$ cat src/rtl/csd_pkg.sv
package csd_pkg;

  // one-cycle event flags produced by the edge timer
  typedef struct packed {
    logic fall;   // sync tip begins
    logic rise;   // sync tip ends
    logic low;    // currently inside a sync tip
  } sync_ev_t;

  // bits needed to hold the value n
  function automatic int bits_for(input int n);
    return (n < 2) ? 1 : $clog2(n + 1);
  endfunction

endpackage

$ cat src/rtl/csd_edge_timer.sv
module csd_edge_timer #(
  parameter int CNT_W = 8
) (
  input  logic             clk,
  input  logic             rst_n,
  input  logic             csync_n,
  output csd_pkg::sync_ev_t ev,
  output logic [CNT_W-1:0] low_len,
  output logic [CNT_W-1:0] gap_len
);
  localparam logic [CNT_W-1:0] CNT_MAX = '1;

  logic smp_q, prv_q;

  always_ff @(posedge clk or negedge rst_n) begin
    if (!rst_n) begin
      smp_q <= 1'b1;
      prv_q <= 1'b1;
    end else begin
      smp_q <= csync_n;
      prv_q <= smp_q;
    end
  end

  always_comb begin
    ev.fall = prv_q & ~smp_q;
    ev.rise = ~prv_q & smp_q;
    ev.low  = ~smp_q;
  end

  // length of the current / last sync tip in clocks
  always_ff @(posedge clk or negedge rst_n) begin
    if (!rst_n)                        low_len <= '0;
    else if (ev.fall)                  low_len <= CNT_W'(1);
    else if (ev.low && low_len != CNT_MAX) low_len <= low_len + 1'b1;
  end

  // clocks since the previous sync fall; starts saturated so the
  // first fall after reset counts as a full line
  always_ff @(posedge clk or negedge rst_n) begin
    if (!rst_n)                 gap_len <= CNT_MAX;
    else if (ev.fall)           gap_len <= CNT_W'(1);
    else if (gap_len != CNT_MAX) gap_len <= gap_len + 1'b1;
  end

  // a rising edge always closes a tip that was measured
  assert_tip_measured_R4: assert property (@(posedge clk) disable iff (!rst_n)
    ev.rise |-> low_len != '0);

endmodule

$ cat src/rtl/csd_porch_gen.sv
module csd_porch_gen #(
  parameter int BP_WIDTH = 8
) (
  input  logic clk,
  input  logic rst_n,
  input  logic rise_p,
  output logic bporch_n
);
  localparam int BW = csd_pkg::bits_for(BP_WIDTH);
  localparam logic [BW-1:0] LOAD = BW'(BP_WIDTH - 1);

  logic [BW-1:0] left_q;

  always_ff @(posedge clk or negedge rst_n) begin
    if (!rst_n) begin
      bporch_n <= 1'b1;
      left_q   <= '0;
    end else if (rise_p) begin
      bporch_n <= 1'b0;
      left_q   <= LOAD;
    end else if (!bporch_n) begin
      if (left_q == '0) bporch_n <= 1'b1;
      else              left_q   <= left_q - 1'b1;
    end
  end

  assert_bp_start_R2: assert property (@(posedge clk) disable iff (!rst_n)
    rise_p |=> !bporch_n);

  assert_bp_only_on_edge_R2: assert property (@(posedge clk) disable iff (!rst_n)
    (bporch_n && !rise_p) |=> bporch_n);

endmodule

$ cat src/rtl/csd_vsync_gen.sv
module csd_vsync_gen #(
  parameter int CNT_W      = 8,
  parameter int BROAD_MIN  = 10,
  parameter int VS_DEFAULT = 40,
  parameter int VS_WIDTH   = 192
) (
  input  logic             clk,
  input  logic             rst_n,
  input  logic             fall_p,
  input  logic             rise_p,
  input  logic             low_p,
  input  logic [CNT_W-1:0] low_len,
  output logic             vsync_n,
  output logic             vs_start
);
  localparam int VW = csd_pkg::bits_for(VS_WIDTH);
  localparam logic [CNT_W-1:0] BROAD_L = CNT_W'(BROAD_MIN);
  localparam logic [CNT_W-1:0] DFLT_L  = CNT_W'(VS_DEFAULT);
  localparam logic [VW-1:0]    LOAD    = VW'(VS_WIDTH - 1);

  logic [VW-1:0] left_q;
  logic broad_rise, dflt_hit, armed;

  always_comb begin
    armed      = vsync_n;
    broad_rise = rise_p && (low_len > BROAD_L);
    dflt_hit   = low_p && !fall_p && (low_len == DFLT_L);
    vs_start   = armed && (broad_rise || dflt_hit);
  end

  always_ff @(posedge clk or negedge rst_n) begin
    if (!rst_n) begin
      vsync_n <= 1'b1;
      left_q  <= '0;
    end else if (vs_start) begin
      vsync_n <= 1'b0;
      left_q  <= LOAD;
    end else if (!vsync_n) begin
      if (left_q == '0) vsync_n <= 1'b1;
      else              left_q  <= left_q - 1'b1;
    end
  end

  // checker: length of the current vsync low run
  logic [VW-1:0] run_q;
  always_ff @(posedge clk or negedge rst_n) begin
    if (!rst_n)            run_q <= '0;
    else if (vsync_n)      run_q <= '0;
    else if (run_q != '1)  run_q <= run_q + 1'b1;
  end

  assert_vs_bounded_R6: assert property (@(posedge clk) disable iff (!rst_n)
    !vsync_n |-> run_q < VW'(VS_WIDTH));

  assert_vs_full_width_R6: assert property (@(posedge clk) disable iff (!rst_n)
    $rose(vsync_n) |-> run_q == VW'(VS_WIDTH));

  assert_vs_cause_R4: assert property (@(posedge clk) disable iff (!rst_n)
    $fell(vsync_n) |-> $past(rise_p || low_p));

endmodule

$ cat src/rtl/csd_field_det.sv
module csd_field_det #(
  parameter int CNT_W    = 8,
  parameter int FULL_MIN = 48
) (
  input  logic             clk,
  input  logic             rst_n,
  input  logic             fall_p,
  input  logic [CNT_W-1:0] gap_len,
  input  logic             vs_start,
  output logic             field_odd
);
  localparam logic [CNT_W-1:0] FULL_L = CNT_W'(FULL_MIN);

  logic tgl_q;

  always_ff @(posedge clk or negedge rst_n) begin
    if (!rst_n)       tgl_q <= 1'b0;
    else if (fall_p)  tgl_q <= (gap_len >= FULL_L) ? 1'b0 : ~tgl_q;
  end

  always_ff @(posedge clk or negedge rst_n) begin
    if (!rst_n)         field_odd <= 1'b0;
    else if (vs_start)  field_odd <= tgl_q;
  end

  assert_field_hold_R8: assert property (@(posedge clk) disable iff (!rst_n)
    !vs_start |=> $stable(field_odd));

endmodule

$ cat src/rtl/csync_decoder.sv
module csync_decoder #(
  parameter int LINE_CLKS  = 64,
  parameter int BP_WIDTH   = 8,
  parameter int BROAD_MIN  = 10,
  parameter int VS_DEFAULT = 40,
  parameter int VS_WIDTH   = 192
) (
  input  logic clk,
  input  logic rst_n,
  input  logic csync_n,
  output logic vsync_n,
  output logic bporch_n,
  output logic field_odd
);
  localparam int CNT_W    = csd_pkg::bits_for(LINE_CLKS * 4 - 1);
  localparam int FULL_MIN = (LINE_CLKS * 3) / 4;

  csd_pkg::sync_ev_t ev;
  logic [CNT_W-1:0] low_len, gap_len;
  logic vs_start;

  csd_edge_timer #(.CNT_W(CNT_W)) u_edge (
    .clk(clk), .rst_n(rst_n), .csync_n(csync_n),
    .ev(ev), .low_len(low_len), .gap_len(gap_len)
  );

  csd_porch_gen #(.BP_WIDTH(BP_WIDTH)) u_porch (
    .clk(clk), .rst_n(rst_n), .rise_p(ev.rise), .bporch_n(bporch_n)
  );

  csd_vsync_gen #(
    .CNT_W(CNT_W), .BROAD_MIN(BROAD_MIN),
    .VS_DEFAULT(VS_DEFAULT), .VS_WIDTH(VS_WIDTH)
  ) u_vsync (
    .clk(clk), .rst_n(rst_n),
    .fall_p(ev.fall), .rise_p(ev.rise), .low_p(ev.low),
    .low_len(low_len), .vsync_n(vsync_n), .vs_start(vs_start)
  );

  csd_field_det #(.CNT_W(CNT_W), .FULL_MIN(FULL_MIN)) u_field (
    .clk(clk), .rst_n(rst_n), .fall_p(ev.fall), .gap_len(gap_len),
    .vs_start(vs_start), .field_odd(field_odd)
  );

endmodule

$ cat config.mk
export PLATFORM = sky130hd
export DESIGN_NAME = csync_decoder
export DESIGN_NICKNAME = d
export VERILOG_FILES = /design/src/rtl/csd_pkg.sv /design/src/rtl/csd_edge_timer.sv /design/src/rtl/csd_porch_gen.sv /design/src/rtl/csd_vsync_gen.sv /design/src/rtl/csd_field_det.sv /design/src/rtl/csync_decoder.sv
export SDC_FILE = /design/constraint.sdc
export NUM_CORES = 1
export LEC_CHECK = 0
export BUFFER_PORTS_ARGS = -buffer_cell sky130_fd_sc_hd__buf_2
export CAP_MARGIN = 5
export CORE_UTILIZATION = 55
export CTS_BUF_LIST = sky130_fd_sc_hd__clkbuf_16
export DETAILED_ROUTE_END_ITERATION = 16
export HOLD_SLACK_MARGIN = 0.02
export PLACE_DENSITY_LB_ADDON = 0.25
export RECOVER_POWER = 50
export SKIP_CTS_REPAIR_TIMING = 1
export SLEW_MARGIN = 20
export SYNTH_ARGS = -nofsm -noshare
export SYNTH_HDL_FRONTEND = slang
export SYNTH_SLANG_ARGS = --single-unit
$ cat constraint.sdc
create_clock -name clk -period 3.15 [get_ports clk]
set_clock_uncertainty 0.05 [all_clocks]
set_input_delay 0.1575 -clock clk [delete_from_list [all_inputs] [get_ports clk]]
set_output_delay 0.1575 -clock clk [all_outputs]
set_load 0.02 [all_outputs]
Word level (Yosys, flattened, before mapping)
Index checks and enable logic that the tools add are counted.
{ "op_classes": {"n_reduce_logical": 13, "n_mul": 0, "magnitude_cmp": 2, "n_addsub": 4, "eq_ne": 7, "n_mux": 17, "bitwise_logic": 5, "div_mod_pow": 0, "n_shift": 0} }
{ "op_table": {"columns": ["operator", "count"], "rows": [
  ["8-bit 2-to-1 mux", 7],
  ["8-bit by 1-bit adder with 8-bit output (second input constant)", 2],
  ["8-bit != test (second input constant)", 2],
  ["4-bit 2-to-1 mux", 3],
  ["8-bit by 6-bit equality test with 1-bit output (second input constant)", 1],
  ["8-bit by 6-bit >= comparator with 1-bit output (second input constant)", 1],
  ["8-bit by 4-bit > comparator with 1-bit output (second input constant)", 1],
  ["8-bit zero test", 1],
  ["2-bit by 1-bit != test with 1-bit output (second input constant)", 4],
  ["8-bit by 1-bit subtractor with 8-bit output (second input constant)", 1],
  ["1-bit 2-to-1 mux", 7],
  ["1-bit logical AND", 5],
  ["4-bit zero test", 1],
  ["2-bit AND reduction", 2],
  ["2-bit nonzero test", 2],
  ["4-bit by 1-bit subtractor with 4-bit output (second input constant)", 1],
  ["1-bit NOT", 3],
  ["1-bit AND", 2],
  ["1-bit zero test", 1],
  ["1-bit logical OR", 1]
]} }
{ "totals": {"ff_bits": 34, "inputBits": 3, "rom_bits": 0, "ramBits": 0, "elab_cells": 58, "memories": 0, "latchBits": 0, "out_inout_bits": 3} }

Depth between registers and ports, before layout
Gate-level depths: netlist of run 1.
{ "depth": {"word_depth": 9, "mapped_depth": 7, "mapped_depth_nobuf": 6} }

By module
Synthesis of run 1 repeated with hierarchy kept, for this count alone.
{ "hier_totals": {"cells_unflattened": 181, "area_unflattened_um2": 1775.5} }
{ "modules_own_cells": {"columns": ["mod", "n_inst", "area_per_inst_um2", "cells_each", "seq_area_each_um2"], "rows": [
  ["csd_edge_timer", 1, 895.9, 92, 462.9],
  ["csd_vsync_gen", 1, 538.0, 58, 226.5],
  ["csd_porch_gen", 1, 249.0, 24, 126.4],
  ["csd_field_det", 1, 92.6, 7, 50.0]
]} }

Worst setup path before layout of run 1
Ideal clock, no wire load.
{ "synth_path": {"kind": "reg2reg", "from": "register u_vsync.vsync_n", "to": "register u_field.field_odd", "stages_incl_launch_ff": 6, "path_slack_ns": 1.462, "setup_ns": 0.125, "arrival_ns": 1.513, "cell_sequence": "dfstp_2 nor2b_1 o211ai_1 a2bb2o_4 buf_6 mux2_4"} }
{ "synth_between": {"elab_chain_len": 1} }
{ "synth_rtl": {"columns": ["element", "line", "text"], "rows": [
  ["start, declared", "csd_vsync_gen.sv:13", "output logic vsync_n,"],
  ["start signal, assigned", "csd_vsync_gen.sv:33", "vsync_n <= 1'b1;"],
  ["start signal, assigned", "csd_vsync_gen.sv:36", "vsync_n <= 1'b0;"],
  ["start signal, assigned", "csd_vsync_gen.sv:39", "if (left_q == '0) vsync_n <= 1'b1;"],
  ["1-bit logical AND", "csd_vsync_gen.sv:28", "vs_start = armed && (broad_rise || dflt_hit);"],
  ["end signal, assigned", "csd_field_det.sv:23", "else if (vs_start) field_odd <= tgl_q;"],
  ["end, declared", "csd_field_det.sv:10", "output logic field_odd"]
]} }
Every way passes these cells.
A chain may end at the register's enable or synchronous reset.

==> impl_metrics.py, run 1 <==
metrics = {
    "final_layout": {
        "drive_gt1_share_pct": 14.5,
        "n_antenna_cell": 0,
        "area_delta_synth_final_pct": 11.4,
        "fill_cells": 265,
        "layout.nets": 203,
        "final_cells": 237,
        "final_util_pct": 65.9,
    },
    "sta": {
        "worst_slew_pin_slew_ps": 1760,
        "final_max_slew_viol_count": 35,
        "hold_viol_final": 0,
        "hold_ws_ps": 436,
        "grt_setup_unrepaired": "no",
        "fin_setup_tns_ps": 0,
        "post-route-min-period_ps": 1960,
        "timing.final.crit_share_pct": 62.2,
        "relSlewSlack_pct": -17.1,
        "fmax_mhz": 510,
        "setup_violations": 0,
    },
    "die": {
        "core.rowCount": 20,
        "start_util_pct": 59.2,
        "die_y_um": 59.8,
        "ios": 6,
        "die_area_sq_um": 3570,
        "core_sq_um": 3100,
        "dieWidth_um": 59.8,
    },
    "worst_setup_path": {
        "path_class": "in2async",
        "critPathRequiredTime_ps": 3140,
        "r2r_slack_ps": 1410,
        "crit_path_cell_trace": "dlygate4sd3_1 -> clkbuf_1",
        "critPathMaxStageDelay_ps": 1270,
        "crit_path_end_kind": "asynchronous set/reset pin",
        "cp_max_fo": 34,
        "r2r_start": "u_vsync.left_q[0]",
        "critPathTopFamily": "buffers and inverters",
        "r2r-end": "u_vsync.left_q[5]",
        "slowest_stage": "clkbuf_1",
        "cp_num_buf_inv": 2,
        "cp-start-kind": "input port",
        "path_depth": 2,
        "arrival_ps": 1950,
        "setup.worst_path.start": "rst_n",
        "reg2reg_depth": 6,
    },
    "yosys": {
        "synthArstFlopShare_pct": 100,
        "synth_area_leaders": "dfrtp_1 (30%), dfstp_2 (17%), ha_1 (5.5%), xnor2_1 (4.3%), nand2_1 (4.1%)",
        "yosysWarningCount": 0,
        "netlist_area_sq_um": 1840,
        "synth_enable_flop_cells": 0,
        "synth-seq-cells": 34,
        "synth_flop_cell": "dfrtp_1",
        "ys_seq_area_share_pct": 47.2,
        "yosys.area.top_type": "dfrtp_1",
        "synth_cells": 182,
        "avgSynthCellArea_sq_um": 10.1,
        "syn_nets": 193,
        "synth_cell_types": 44,
        "synth.top_cell.area_share_pct": 30.0,
    },
    "place": {
        "gp_congestion": 0.840,
        "place_inst": 227,
        "port_buffers": 5,
        "dp_hpwl_mm": 2.20,
    },
    "clock_tree": {
        "cts.path.max_buffers": 2,
        "cts_root_buffer": "clkbuf_16",
        "tritoncts": "built",
        "clkTransAtPathRegs_ps": 50,
        "clock_sinks": 34,
        "worst_skew_pair.late_latency_ps": 270,
        "htreeDepth": 2,
        "cts-buffers-inserted": 5,
    },
    "route": {
        "vias": 1366,
        "drt_iter0_drc": 87,
        "drtAntennaViolNets": 0,
        "post_drt_wl_per_cell_um": 13.5,
        "drc": 0,
        "first_pass_iters": 4,
        "wl_mm": 3.19,
        "viasPerCell": 5.76,
    },
    "global_routing": {
        "grt_pass1_vias": 1334,
        "gr-total-overflow": 0,
        "grt.total_usage_pct": 20.9,
        "grt_pass1_wl_mm": 5.55,
        "grt_start_max_net_pins": 35,
        "antenna_found_initial": 0,
    },
    "hold_path": {
        "min-delay-start": "u_field.tgl_q",
        "hold_depth": 1,
        "hp-class": "reg2reg",
        "min_to": "u_field.tgl_q",
    },
    "power": {
        "leakage_nw": 0.884,
        "p_total_mw": 1.54,
        "power_density_nw_per_um2": 751,
        "ir_drop_mv": 0.330,
    },
    "outcome": {
        "outcome": "complete, but fails checks",
        "violations": "capacitance limit, slew limit",
    },
    "job": {
        "drv_cap": 1,
    },
}
==> synth_stat cells, types with 3 or more instances <==
cell type,number
o21ai_1,4
nand2_1,20
dfstp_2,12
a211oi_1,3
nand3_1,6
nor2_1,14
ha_1,8
a21oi_1,5
xnor2_1,9
nor2b_1,4
clkbuf_1,3
dfrtp_1,22
mux2i_1,4
and3_1,3
o41ai_1,3
o211ai_1,4
inv_1,9
nand2b_1,4
o21ai_0,3
a31oi_1,5
nor3_1,5
==> routing by layer <==
layer	GRT usage, %	share of wire [%]
met1	25.5	47
met2	36.3	49
met3	4.55	3.1
met4	6.98	1.0
met5	0	0
==> worst max path at each step <==
stage                                   end
after floorplan           u_field.field_odd
after global placement    u_vsync.left_q[0]
after detailed placement  u_vsync.left_q[5]
after CTS                 u_vsync.left_q[5]
after global routing      u_edge.low_len[6]
final                     u_edge.low_len[3]
==> power by group <==
group	internal, mW	switching (mW)
sequential	0.568	0.118
combinational	0.194	0.212
clock	0.285	0.160
total	1.05	0.489
==> cells by family after synthesis <==
| family | synth area share, % |
|---|---|
| adders and majority gates | 5.45 |
| AOI/OAI and AO/OA | 12.9 |
| DFF | 47.2 |
| and+or+nand+nor | 22.4 |
| buffers and inverters | 3.89 |
| muxes | 3.00 |
| xor gates and xnor gates | 5.25 |
==> stage by stage <==
stage | area (sq um) | worst slack (ps)
after CTS | 2030 | 1400
after detailed placement | 1890 | 1410
after global placement | 1890 | 1470
after global routing | 2040 | 777
after floorplan | 1840 | 1460
final | 2040 | 1190
==> sequential cells by signal, indices dropped and copies added (netlist names) <==
| signal | cells |
|---|---|
| u_edge.gap_len | 8 |
| u_edge.low_len | 8 |
| u_edge.prv_q | 1 |
| u_edge.smp_q | 1 |
| u_field.field_odd | 1 |
| u_field.tgl_q | 1 |
| u_porch.bporch_n | 1 |
| u_porch.left_q | 4 |
| u_vsync.left_q | 8 |
| u_vsync.vsync_n | 1 |
==> cells in the final DEF (no fill, tap or decap), types with 4 or more instances in the layout <==
cell | synthesis | layout
dfrtp_1 | 22 | 22
nand2_1 | 20 | 20
nor2_1 | 14 | 14
dfstp_2 | 12 | 11
inv_1 | 9 | 10
xnor2_1 | 9 | 9
ha_1 | 8 | 8
nand3_1 | 6 | 6
a21oi_1 | 5 | 5
a31oi_1 | 5 | 5
nor3_1 | 5 | 5
clkbuf_16 | 0 | 5
nor2b_1 | 4 | 4
o211ai_1 | 4 | 4
mux2i_1 | 4 | 4
nand2b_1 | 4 | 4
o21ai_1 | 4 | 4
==> layout make-up <==
| class | instances | area (sq um) | area share, % |
|---|---|---|---|
| Timing Repair Buffer | 8 | 50.0 | 2.45 |
| Clock inverter | 3 | 12.5 | 0.612 |
| Inverter | 10 | 37.5 | 1.84 |
| Sequential cell | 34 | 866 | 42.4 |
| Clock buffer | 5 | 125 | 6.12 |
| Tap cell | 44 | 55.1 | 2.69 |
| Multi-Input combinational cell | 133 | 898 | 43.9 |
No activity file was read; power rests on OpenSTA's default activity.
==> run 2: changes to the inputs <==
Clock period 3.15 ns to 2 ns, I/O delays scaled along.
==> run 2 against run 1 <==
Effect of this change: the run now ends clean; die area stayed put; worst hold slack lost 33 ps; first-iteration DRC count down 30%; wire length is 2.2% lower; via count is 1.2% lower; register-to-register slack got worse by 1200 ps; global-route usage down 0.40 points; worst setup slack worse by 940 ps; non-clock buffer count up 1; core utilization is 1.2 points higher; sequential power rose by 57%; combinational power grew 60%.
==> impl_metrics.py, run 2 (synthesis gave the netlist of run 1 again) <==
metrics = {
    "place": {
        "dp_hpwl_mm": 2.16,
        "port_buffers": 5,
        "gp_congestion": 0.819,
        "place_inst": 228,
    },
    "worst_setup_path": {
        "cp_max_fo": 4,
        "critPathRequiredTime_ps": 2110,
        "cp-start-kind": "register",
        "path_class": "reg2reg",
        "arrival_ps": 1860,
        "crit_path_end_kind": "register",
        "reg2reg_depth": 6,
    },
    "power": {
        "comb_power_share_pct": 25.1,
        "power_frac_clock_pct": 33.1,
        "netSwitchingPower_mw": 0.799,
        "ir_drop_mv": 0.705,
        "p_sw_share_pct": 30.9,
        "pwr-share-seq_pct": 41.7,
        "p_int_mw": 1.78,
        "power_density_nw_per_um2": 1240,
        "p_total_mw": 2.58,
        "leakage_nw": 0.903,
    },
    "global_routing": {
        "grt.total_usage_pct": 20.5,
        "grt_pass1_vias": 1234,
        "antenna_found_initial": 0,
        "gr-total-overflow": 0,
        "grt_start_max_net_pins": 35,
        "grt_pass1_wl_mm": 5.20,
    },
    "final_layout": {
        "final_cell_mix": "dfrtp_1 (22), nand2_1 (20), nor2_1 (14)",
        "final_cells": 238,
        "top_regs": "u_edge.gap_len: 8 flops, u_edge.low_len: 8 flops, u_vsync.left_q: 8 flops",
        "drive_gt1_share_pct": 16.5,
        "final_util_pct": 67.1,
        "fill_cells": 255,
        "layout.nets": 204,
        "n_antenna_cell": 0,
        "mostFrequentLayoutCell": "dfrtp_1",
        "area_delta_synth_final_pct": 13.4,
    },
    "clock_tree": {
        "tritoncts": "built",
        "clkTransAtPathRegs_ps": 50,
        "cts.path.max_buffers": 2,
        "clock_sinks": 34,
        "worst_skew_pair.late_latency_ps": 280,
        "cts_root_buffer": "clkbuf_16",
        "htreeDepth": 2,
        "cts-buffers-inserted": 5,
    },
    "route": {
        "first_pass_iters": 4,
        "drtAntennaViolNets": 0,
        "drt_iter0_drc": 61,
        "post_drt_wl_per_cell_um": 13.1,
        "drc": 0,
        "vias": 1349,
        "wl_mm": 3.12,
        "viasPerCell": 5.67,
    },
    "sta": {
        "grt_setup_unrepaired": "no",
        "timing.final.crit_share_pct": 87.6,
        "setup_violations": 0,
        "final_max_slew_viol_count": 0,
        "relSlewSlack_pct": 44.7,
        "hold_ws_ps": 403,
        "hold_viol_final": 0,
        "fmax_mhz": 571,
        "fin_setup_tns_ps": 0,
        "post-route-min-period_ps": 1750,
        "worst_slew_pin_slew_ps": 830,
    },
    "outcome": {
        "outcome": "completed",
    },
    "die": {
        "dieWidth_um": 59.8,
        "die_y_um": 59.8,
        "start_util_pct": 59.2,
        "core.rowCount": 20,
        "ios": 6,
        "core_sq_um": 3100,
        "die_area_sq_um": 3570,
    },
    "hold_path": {
        "hp-class": "in2async",
    },
    "job": {
        "drv_cap": 0,
    },
}
==> run 2: routing by layer <==
metal	part of all wire [%]	track usage, %	vias up
li1	-	-	670
met1	44	23.4	640
met2	49	34.1	33
met3	5.6	7.14	6
met4	1.8	9.63	0
met5	0	0	-
==> run 2: layout make-up <==
type,count,area [sq um],share of cell area [%]
Multi-Input combinational cell,133,898,43.2
Sequential cell,34,866,41.6
Clock buffer,5,125,6.01
Timing Repair Buffer,9,58.8,2.83
Tap cell,44,55.1,2.65
Clock inverter,3,40.0,1.92
Inverter,10,37.5,1.80
==> run 2: worst max-delay path, stage by stage (launching register included) <==
cell and delay, ps:
dfrtp_1 370, inv_1 120, ha_1 200, nor3b_1 430, a21o_1 260, xnor2_1 140
nand2_1 70
==> run 2: through the flow <==
stage | area (sq um) | setup slack [ps]
floorplan | 1840 | 312
global placement | 1900 | 323
detailed placement | 1900 | 254
CTS | 2060 | 242
global route | 2080 | 73.5
finish | 2080 | 248
==> run 2: power groups by stage <==
stage / combinational [mW] / clock [mW] / sequential [mW]
floorplan: 0.527 / 0 / 1.05
global placement: 0.609 / 0 / 1.07
detailed placement: 0.645 / 0 / 1.09
CTS: 0.653 / 0.875 / 1.08
global route: 0.735 / 0.899 / 1.11
finish: 0.649 / 0.856 / 1.08
==> run 2: final timing paths <==
path	from	to	slack, ps
min in group clk	csync_n	u_edge.smp_q	410
max in group asynchronous	rst_n	u_edge.low_len[4]	980
hold reg to reg	u_field.tgl_q	u_field.tgl_q	430
setup reg to reg	u_vsync.left_q[0]	u_vsync.left_q[0]	250
setup / recovery	u_vsync.left_q[0]	u_vsync.left_q[0]	250
hold / removal	rst_n	u_vsync.left_q[3]	400
